### src/rtl/nsdf_pkg.sv
// Shared defaults and types for the noise-shaping DAC formatter.
// Assumes: the channel count is a power of two, which lets the sequencer index wrap on its own.
package nsdf_pkg;
    parameter int CHANNELS  = 4;
    parameter int SAMPLE_W  = 22;
    parameter int DAC_W     = 15;
    parameter int FINE_BITS = 9;

    typedef enum logic {
        SEQ_IDLE = 1'b0,
        SEQ_RUN  = 1'b1
    } seq_state_e;
endpackage

### src/rtl/nsdf_shaper.sv
// First-order error-feedback requantizer (combinational).
// Adds the stored low-order error to the sample, keeps the top OUT_W bits
// (floor), returns the dropped bits as the next error, and saturates on overflow.
// Assumes: err_in is unsigned, a value from 0 to 2**(IN_W-OUT_W)-1.
module nsdf_shaper #(
    parameter int IN_W  = 22,
    parameter int OUT_W = 15,
    localparam int ERR_W = IN_W - OUT_W
)(
    input  logic [IN_W-1:0]  smp,
    input  logic [ERR_W-1:0] err_in,
    output logic [OUT_W-1:0] q,
    output logic [ERR_W-1:0] err_out,
    output logic             sat
);
    logic [IN_W:0] sum;
    logic          pos_ovf;
    logic          neg_ovf;

    // Extended-precision sum of sample and carried error.
    assign sum     = {smp[IN_W-1], smp} + {{(OUT_W + 1){1'b0}}, err_in};
    assign pos_ovf = ~sum[IN_W] &  sum[IN_W-1];
    assign neg_ovf =  sum[IN_W] & ~sum[IN_W-1];
    assign sat     = pos_ovf | neg_ovf;

    // Select the kept bits or the saturated extreme, and the next error.
    always_comb begin
        if (pos_ovf) begin
            q = {1'b0, {(OUT_W-1){1'b1}}};
        end else if (neg_ovf) begin
            q = {1'b1, {(OUT_W-1){1'b0}}};
        end else begin
            q = sum[IN_W-1:ERR_W];
        end
        err_out = sat ? '0 : sum[ERR_W-1:0];
    end
endmodule

### src/rtl/nsdf_split.sv
// Converts a two's-complement word to sign-magnitude form and splits the
// magnitude into coarse (upper) and fine (lower) DAC fields.
// Assumes: the most negative input is clamped to the largest magnitude.
module nsdf_split #(
    parameter int OUT_W  = 15,
    parameter int FINE_W = 9,
    localparam int MAG_W    = OUT_W - 1,
    localparam int COARSE_W = MAG_W - FINE_W
)(
    input  logic [OUT_W-1:0]    q,
    output logic                sign,
    output logic [COARSE_W-1:0] coarse,
    output logic [FINE_W-1:0]   fine
);
    logic [OUT_W-1:0] mag_full;
    logic [MAG_W-1:0] mag;

    // Absolute value, clamped to MAG_W bits.
    assign sign     = q[OUT_W-1];
    assign mag_full = sign ? (~q + OUT_W'(1)) : q;
    assign mag      = mag_full[OUT_W-1] ? '1 : mag_full[MAG_W-1:0];
    assign coarse   = mag[MAG_W-1:FINE_W];
    assign fine     = mag[FINE_W-1:0];
endmodule

### src/rtl/nsdf_therm.sv
// Binary-to-thermometer decoder: line i is set when i is below the code.
// Assumes: the line count is 2**COARSE_W, so the top line is never set.
module nsdf_therm #(
    parameter int COARSE_W = 5,
    localparam int LINES = 1 << COARSE_W
)(
    input  logic [COARSE_W-1:0] coarse,
    output logic [LINES-1:0]    therm
);
    for (genvar i = 0; i < LINES; i++) begin : g_line
        // One comparator per line.
        assign therm[i] = (coarse > COARSE_W'(i));
    end
endmodule

### src/rtl/ns_dac_formatter.sv
// Four-channel noise-shaping requantizer and segmented DAC word formatter.
// A strobe captures all samples and launches a one-channel-per-clock pass
// through a shared shaper and splitter. The next strobe moves all finished
// results to the output latches at once.
// Assumes: strobes are at least CH_N+1 clocks apart.
module ns_dac_formatter #(
    parameter int CH_N   = nsdf_pkg::CHANNELS,
    parameter int IN_W   = nsdf_pkg::SAMPLE_W,
    parameter int OUT_W  = nsdf_pkg::DAC_W,
    parameter int FINE_W = nsdf_pkg::FINE_BITS,
    localparam int ERR_W    = IN_W - OUT_W,
    localparam int COARSE_W = OUT_W - 1 - FINE_W,
    localparam int THERM_W  = 1 << COARSE_W,
    localparam int CH_W     = (CH_N > 1) ? $clog2(CH_N) : 1
)(
    input  logic                       clk,
    input  logic                       rst_n,
    input  logic                       strobe,
    input  logic [CH_N*IN_W-1:0]       smp_in,
    output logic [CH_N-1:0]            dac_sign,
    output logic [CH_N*COARSE_W-1:0]   dac_coarse,
    output logic [CH_N*FINE_W-1:0]     dac_fine,
    output logic [CH_N*THERM_W-1:0]    dac_therm
);
    nsdf_pkg::seq_state_e seq_q;
    logic [CH_W-1:0]      ch_idx;
    logic [CH_N-1:0]      done_q;
    logic                 busy;

    logic [IN_W-1:0]      hold_q     [CH_N];
    logic [ERR_W-1:0]     err_q      [CH_N];
    logic                 res_sign   [CH_N];
    logic [COARSE_W-1:0]  res_coarse [CH_N];
    logic [FINE_W-1:0]    res_fine   [CH_N];
    logic                 out_sign   [CH_N];
    logic [COARSE_W-1:0]  out_coarse [CH_N];
    logic [FINE_W-1:0]    out_fine   [CH_N];
    logic [CH_N*ERR_W-1:0] err_flat;

    logic [IN_W-1:0]      cur_smp;
    logic [ERR_W-1:0]     cur_err;
    logic [OUT_W-1:0]     sh_q;
    logic [ERR_W-1:0]     sh_err;
    logic                 sh_sat;
    logic                 sp_sign;
    logic [COARSE_W-1:0]  sp_coarse;
    logic [FINE_W-1:0]    sp_fine;

    assign busy    = (seq_q == nsdf_pkg::SEQ_RUN);
    assign cur_smp = hold_q[ch_idx];
    assign cur_err = err_q[ch_idx];

    // Sequencer: a strobe starts a pass; each busy clock finishes one channel.
    always_ff @(posedge clk) begin
        if (!rst_n) begin
            seq_q  <= nsdf_pkg::SEQ_IDLE;
            ch_idx <= '0;
            done_q <= '0;
        end else if (strobe) begin
            seq_q  <= nsdf_pkg::SEQ_RUN;
            ch_idx <= '0;
            done_q <= '0;
        end else if (busy) begin
            done_q[ch_idx] <= 1'b1;
            ch_idx         <= ch_idx + CH_W'(1);
            if (ch_idx == CH_W'(CH_N - 1)) begin
                seq_q <= nsdf_pkg::SEQ_IDLE;
            end
        end
    end

    // Sample capture on the strobe.
    always_ff @(posedge clk) begin
        if (!rst_n) begin
            for (int c = 0; c < CH_N; c++) hold_q[c] <= '0;
        end else if (strobe) begin
            for (int c = 0; c < CH_N; c++) hold_q[c] <= smp_in[c*IN_W +: IN_W];
        end
    end

    nsdf_shaper #(.IN_W(IN_W), .OUT_W(OUT_W)) u_shaper (
        .smp     (cur_smp),
        .err_in  (cur_err),
        .q       (sh_q),
        .err_out (sh_err),
        .sat     (sh_sat)
    );

    nsdf_split #(.OUT_W(OUT_W), .FINE_W(FINE_W)) u_split (
        .q      (sh_q),
        .sign   (sp_sign),
        .coarse (sp_coarse),
        .fine   (sp_fine)
    );

    // Per-channel error state and staged results, written by the shared datapath.
    always_ff @(posedge clk) begin
        if (!rst_n) begin
            for (int c = 0; c < CH_N; c++) begin
                err_q[c]      <= '0;
                res_sign[c]   <= 1'b0;
                res_coarse[c] <= '0;
                res_fine[c]   <= '0;
            end
        end else if (busy && !strobe) begin
            err_q[ch_idx]      <= sh_err;
            res_sign[ch_idx]   <= sp_sign;
            res_coarse[ch_idx] <= sp_coarse;
            res_fine[ch_idx]   <= sp_fine;
        end
    end

    // Output latches: all channels move together on a strobe after a full pass.
    always_ff @(posedge clk) begin
        if (!rst_n) begin
            for (int c = 0; c < CH_N; c++) begin
                out_sign[c]   <= 1'b0;
                out_coarse[c] <= '0;
                out_fine[c]   <= '0;
            end
        end else if (strobe && (&done_q)) begin
            for (int c = 0; c < CH_N; c++) begin
                out_sign[c]   <= res_sign[c];
                out_coarse[c] <= res_coarse[c];
                out_fine[c]   <= res_fine[c];
            end
        end
    end

    for (genvar c = 0; c < CH_N; c++) begin : g_ch
        assign dac_sign[c]                        = out_sign[c];
        assign dac_coarse[c*COARSE_W +: COARSE_W] = out_coarse[c];
        assign dac_fine[c*FINE_W +: FINE_W]       = out_fine[c];
        assign err_flat[c*ERR_W +: ERR_W]         = err_q[c];

        nsdf_therm #(.COARSE_W(COARSE_W)) u_therm (
            .coarse (out_coarse[c]),
            .therm  (dac_therm[c*THERM_W +: THERM_W])
        );
    end
endmodule

### config.mk
export PLATFORM = sky130hd
export DESIGN_NAME = ns_dac_formatter
export DESIGN_NICKNAME = d
export VERILOG_FILES = /design/src/rtl/nsdf_pkg.sv /design/src/rtl/nsdf_shaper.sv /design/src/rtl/nsdf_split.sv /design/src/rtl/nsdf_therm.sv /design/src/rtl/ns_dac_formatter.sv
export SDC_FILE = /design/constraint.sdc
export NUM_CORES = 1
export LEC_CHECK = 0
export ABC_AREA = 0
export BUFFER_PORTS_ARGS = -buffer_cell sky130_fd_sc_hd__buf_2
export CORE_MARGIN = 1
export CORE_UTILIZATION = 40
export CTS_BUF_LIST = sky130_fd_sc_hd__clkbuf_8
export DETAILED_ROUTE_END_ITERATION = 8
export PLACE_DENSITY = 0.66
export SYNTH_ARGS = -nofsm -noshare
export SYNTH_HDL_FRONTEND = slang
export SYNTH_SLANG_ARGS = --single-unit
### constraint.sdc
create_clock -name clk -period 10.6 [get_ports clk]
set_input_delay 2.12 -clock clk [delete_from_list [all_inputs] [get_ports clk]]
set_output_delay 2.12 -clock clk [all_outputs]
set_load 0.05 [all_outputs]
==> flow_metrics.tcl <==
set metrics [dict create \
    power_density_mw_per_mm2 157 \
    outcome "completed" \
    worst-endpoint-required_ps 10820 \
    post-dp-hpwl_um 19600 \
    clkTransAtPathRegs_ps 60 \
    io_pins 279 \
    layout_min_cycle_time_ps 6510 \
    postCtsSetupRepairBufs 0 \
    cts-buffers-inserted 41 \
    timing.critical_path.arrival_ps 6740 \
    antenna_found_initial 0 \
    antenna_violating_nets_post_route 0 \
    synth_cells 1014 \
    grt_remaining_overflow 0 \
    grt_pass1_vias 8239 \
    crit_chain "buf_4 > mux4_2 > ha_1 > nand3_1 > nor3_1 > o21ai_2 > nor3_1 > xor2_1 > inv_1 > ha_1 > inv_1 > and2_1 > a21oi_1 > o211ai_1 > a211o_1 > or3_1 > or3_1 > o211ai_1 > nor2_1" \
    critical_path.max_stage_delay_ps 600 \
    netSwitchingPower_mw 0.629 \
    fin_skew_ps 18.4 \
    hold_path_startpoint "done_q[1]" \
    cts_hold_buf 0 \
    most_common_library_cell_in_the_layout_ignoring_fill_and_taps "sky130_fd_sc_hd__buf_2" \
    post_route_cells_drive_above_1_share_pct 30.3 \
    worst-path-max-fanout 29 \
    seq_area_frac_synth_pct 59.8 \
    timing.slew.headroom_pct 18.8 \
    detailed_route_iter0_violations 519 \
    synth-edff-count 230 \
    drt-vias-per-instance 5.11 \
    netlist.top_cell.by_area "sky130_fd_sc_hd__edfxtp_1" \
    worst_slew_pin_slew_ps 1210 \
    fin_tns_setup_ps 0 \
    cellInternalPower_mw 1.64 \
    clock_path_buffers 3 \
    rsz0062_at_grt "false" \
    syn_area_per_cell_sq_um 11.9 \
    maxSlewViolCount 0 \
    placementRows 63 \
    timing_worst_setup_path_type "reg -> reg" \
    routed_wire_length_per_instance_um 16.9 \
    dieWidth_um 176 \
    power.static_leakage_nw 6.27 \
    final_core_utilization_pct 48.6 \
    fmax_ghz 0.154 \
    synthTopCellsByArea "sky130_fd_sc_hd__edfxtp_1 57%, sky130_fd_sc_hd__mux4_2 5.4%, sky130_fd_sc_hd__and3_1 4.9%" \
    antenna_cells 0 \
    gr_util_met2_pct 30.2 \
    synth.top_cell.area_share_pct 57.3 \
    yosys_register_bits 245 \
    cts.sinks 245 \
    combinationalPowerShare_pct 15.7 \
    nets 1365 \
    coreArea_sq_mm 0.0296 \
    maxCapViolations 0 \
    grt_util_met3_pct 3.33 \
    area.growth.synth_to_final_pct 19.4 \
    synth-async-reset-ratio_pct 0 \
    cts_root_buffer "sky130_fd_sc_hd__clkbuf_8" \
    pwr-share-seq_pct 50.1 \
    hold_crit_class "reg -> reg" \
    routed-via-count 8580 \
    gr-usage-all-layers_pct 18.2 \
    commonest_non_fill_non_tap_cells_in_the_layout "274 x sky130_fd_sc_hd__buf_2, 230 x sky130_fd_sc_hd__edfxtp_1, 137 x sky130_fd_sc_hd__nor2_1, 95 x sky130_fd_sc_hd__and3_1, 63 x sky130_fd_sc_hd__and2_1" \
    grt_util_met1_pct 24.3 \
    setup_viol 0 \
    die_area_sq_mm 0.0308 \
    power.share.switching_pct 27.8 \
    grt_max_degree 99 \
    critical_path_source_type "register" \
    htree_levels 2 \
    ys.flop_type "sky130_fd_sc_hd__edfxtp_1" \
    clkLatencyLatePin_ps 530 \
    ys_warn_count 0 \
    resized_after_cts 0 \
    grt_pass1_wl_um 44100 \
    clock_tree_from_tritoncts "built" \
    post-route-period-util_pct 61.5 \
    reg2reg_slack_ps 4090 \
    max-vdd-ir-drop_mv 0.0892 \
    post_synth_instance_area_sq_mm 0.0121 \
    globalplace.congestion 0.903 \
    crit_path_top_delay_cell "sky130_fd_sc_hd__nor3_1" \
    grt-busiest-layer "met2" \
    clkPwrFrac_pct 34.2 \
    hold_violations 0 \
    drt-total-wl_um 28400 \
    drc 0 \
    number_of_optimization_iterations_in_the_first_detailed_route_pass 5 \
    io_buffers 274 \
    floorplan.initialDensity_pct 40.7 \
    die-height_um 176 \
    synthDistinctLibCells 64 \
    critical_path.endpoint_type "register" \
]
Yosys cell counts, drive strengths merged (7+ instances only):
cell    count
dfxtp      15
xnor2      11
nand2b      9
edfxtp    230
a21boi     19
inv        32
o21ai      23
and3       95
a31oi       7
nor2b       8
nor3       14
buf        16
o21a        7
nor2      142
ha         14
o21bai     20
mux4       29
nand3      18
a21oi      23
clkbuf     68
nand2      61
xor2        7
or3        13
and2       65
logic make-up after synthesis:
| family | Yosys count | synth area share (%) |
|---|---|---|
| AO/OA/AOI/OAI | 139 | 8.01 |
| XOR/XNOR | 18 | 1.31 |
| adder cells (fa/ha/maj) | 15 | 1.62 |
| buffers and inverters | 116 | 4.17 |
| flip-flops | 245 | 59.8 |
| multiplexers | 36 | 6.02 |
| other | 1 | 0.0311 |
| AND/OR/NAND/NOR | 444 | 19.1 |
power groups by stage:
stage               registers, mW  clock network, mW  logic [mW]
floorplan                    1.17                  0       0.243
global placement             1.15                  0       0.353
detailed placement           1.16                  0       0.355
CTS                          1.14              0.801       0.356
global route                 1.14              0.844       0.384
finish                       1.13              0.776       0.355
path summary, 6_finish.rpt:
kind / cells after the start / endpoint
worst max-delay path: 19 / res_coarse[0][4]
worst min-delay path: 2 / done_q[1]
worst max register to register: 19 / res_coarse[0][4]
worst min register to register: 2 / done_q[1]
area by class of cell:
class | instances | area, sq um
fillers | 2724 | 15200
flip-flops and latches | 245 | 7210
multi-input cells | 656 | 4390
repair buffers | 283 | 1440
clock buffers | 42 | 578
well taps | 390 | 488
clock inverters | 30 | 176
inverters | 32 | 120
state kept, by name, summed over array words and instances, names as in the netlist, named ones only:
| name | count |
|---|---|
| res_sign | 4 |
| out_coarse | 20 |
| res_coarse | 20 |
| res_fine | 36 |
| hold_q | 88 |
| ch_idx | 2 |
| out_fine | 36 |
| out_sign | 4 |
| err_q | 28 |
| done_q | 4 |
| busy | 1 |
stage by stage:
stage                     setup WS, ps  power (mW)  hold slack (ps)  instance area, sq um  std cells
after detailed placement          4070        1.51              461                 13600       1606
final                             4090        2.27              474                 14400       1678
after global placement            4220        1.51              444                 13600       1606
after floorplan                   4180        1.41              429                 12100       1017
after global routing              3550        2.37              504                 14400       1678
after CTS                         4050        2.29              471                 14400       1678
worst max-delay path: cells and delay by family (launching register included):
kind	cells	cell delay (ps)
xor+xnor	1	120
flops	1	310
buf+inv	3	920
simple gates	7	2050
fa+ha+maj	2	990
mux	1	580
compound gates	5	1250
layer usage:
metal | part of all wire (%) | vias to the layer above
met4 | 2.0 | 0
met1 | 44 | 4008
met5 | 0 | -
li1 | - | 4161
met3 | 7.2 | 51
met2 | 46 | 360
Note: power is estimated with default switching activity, not from simulation.
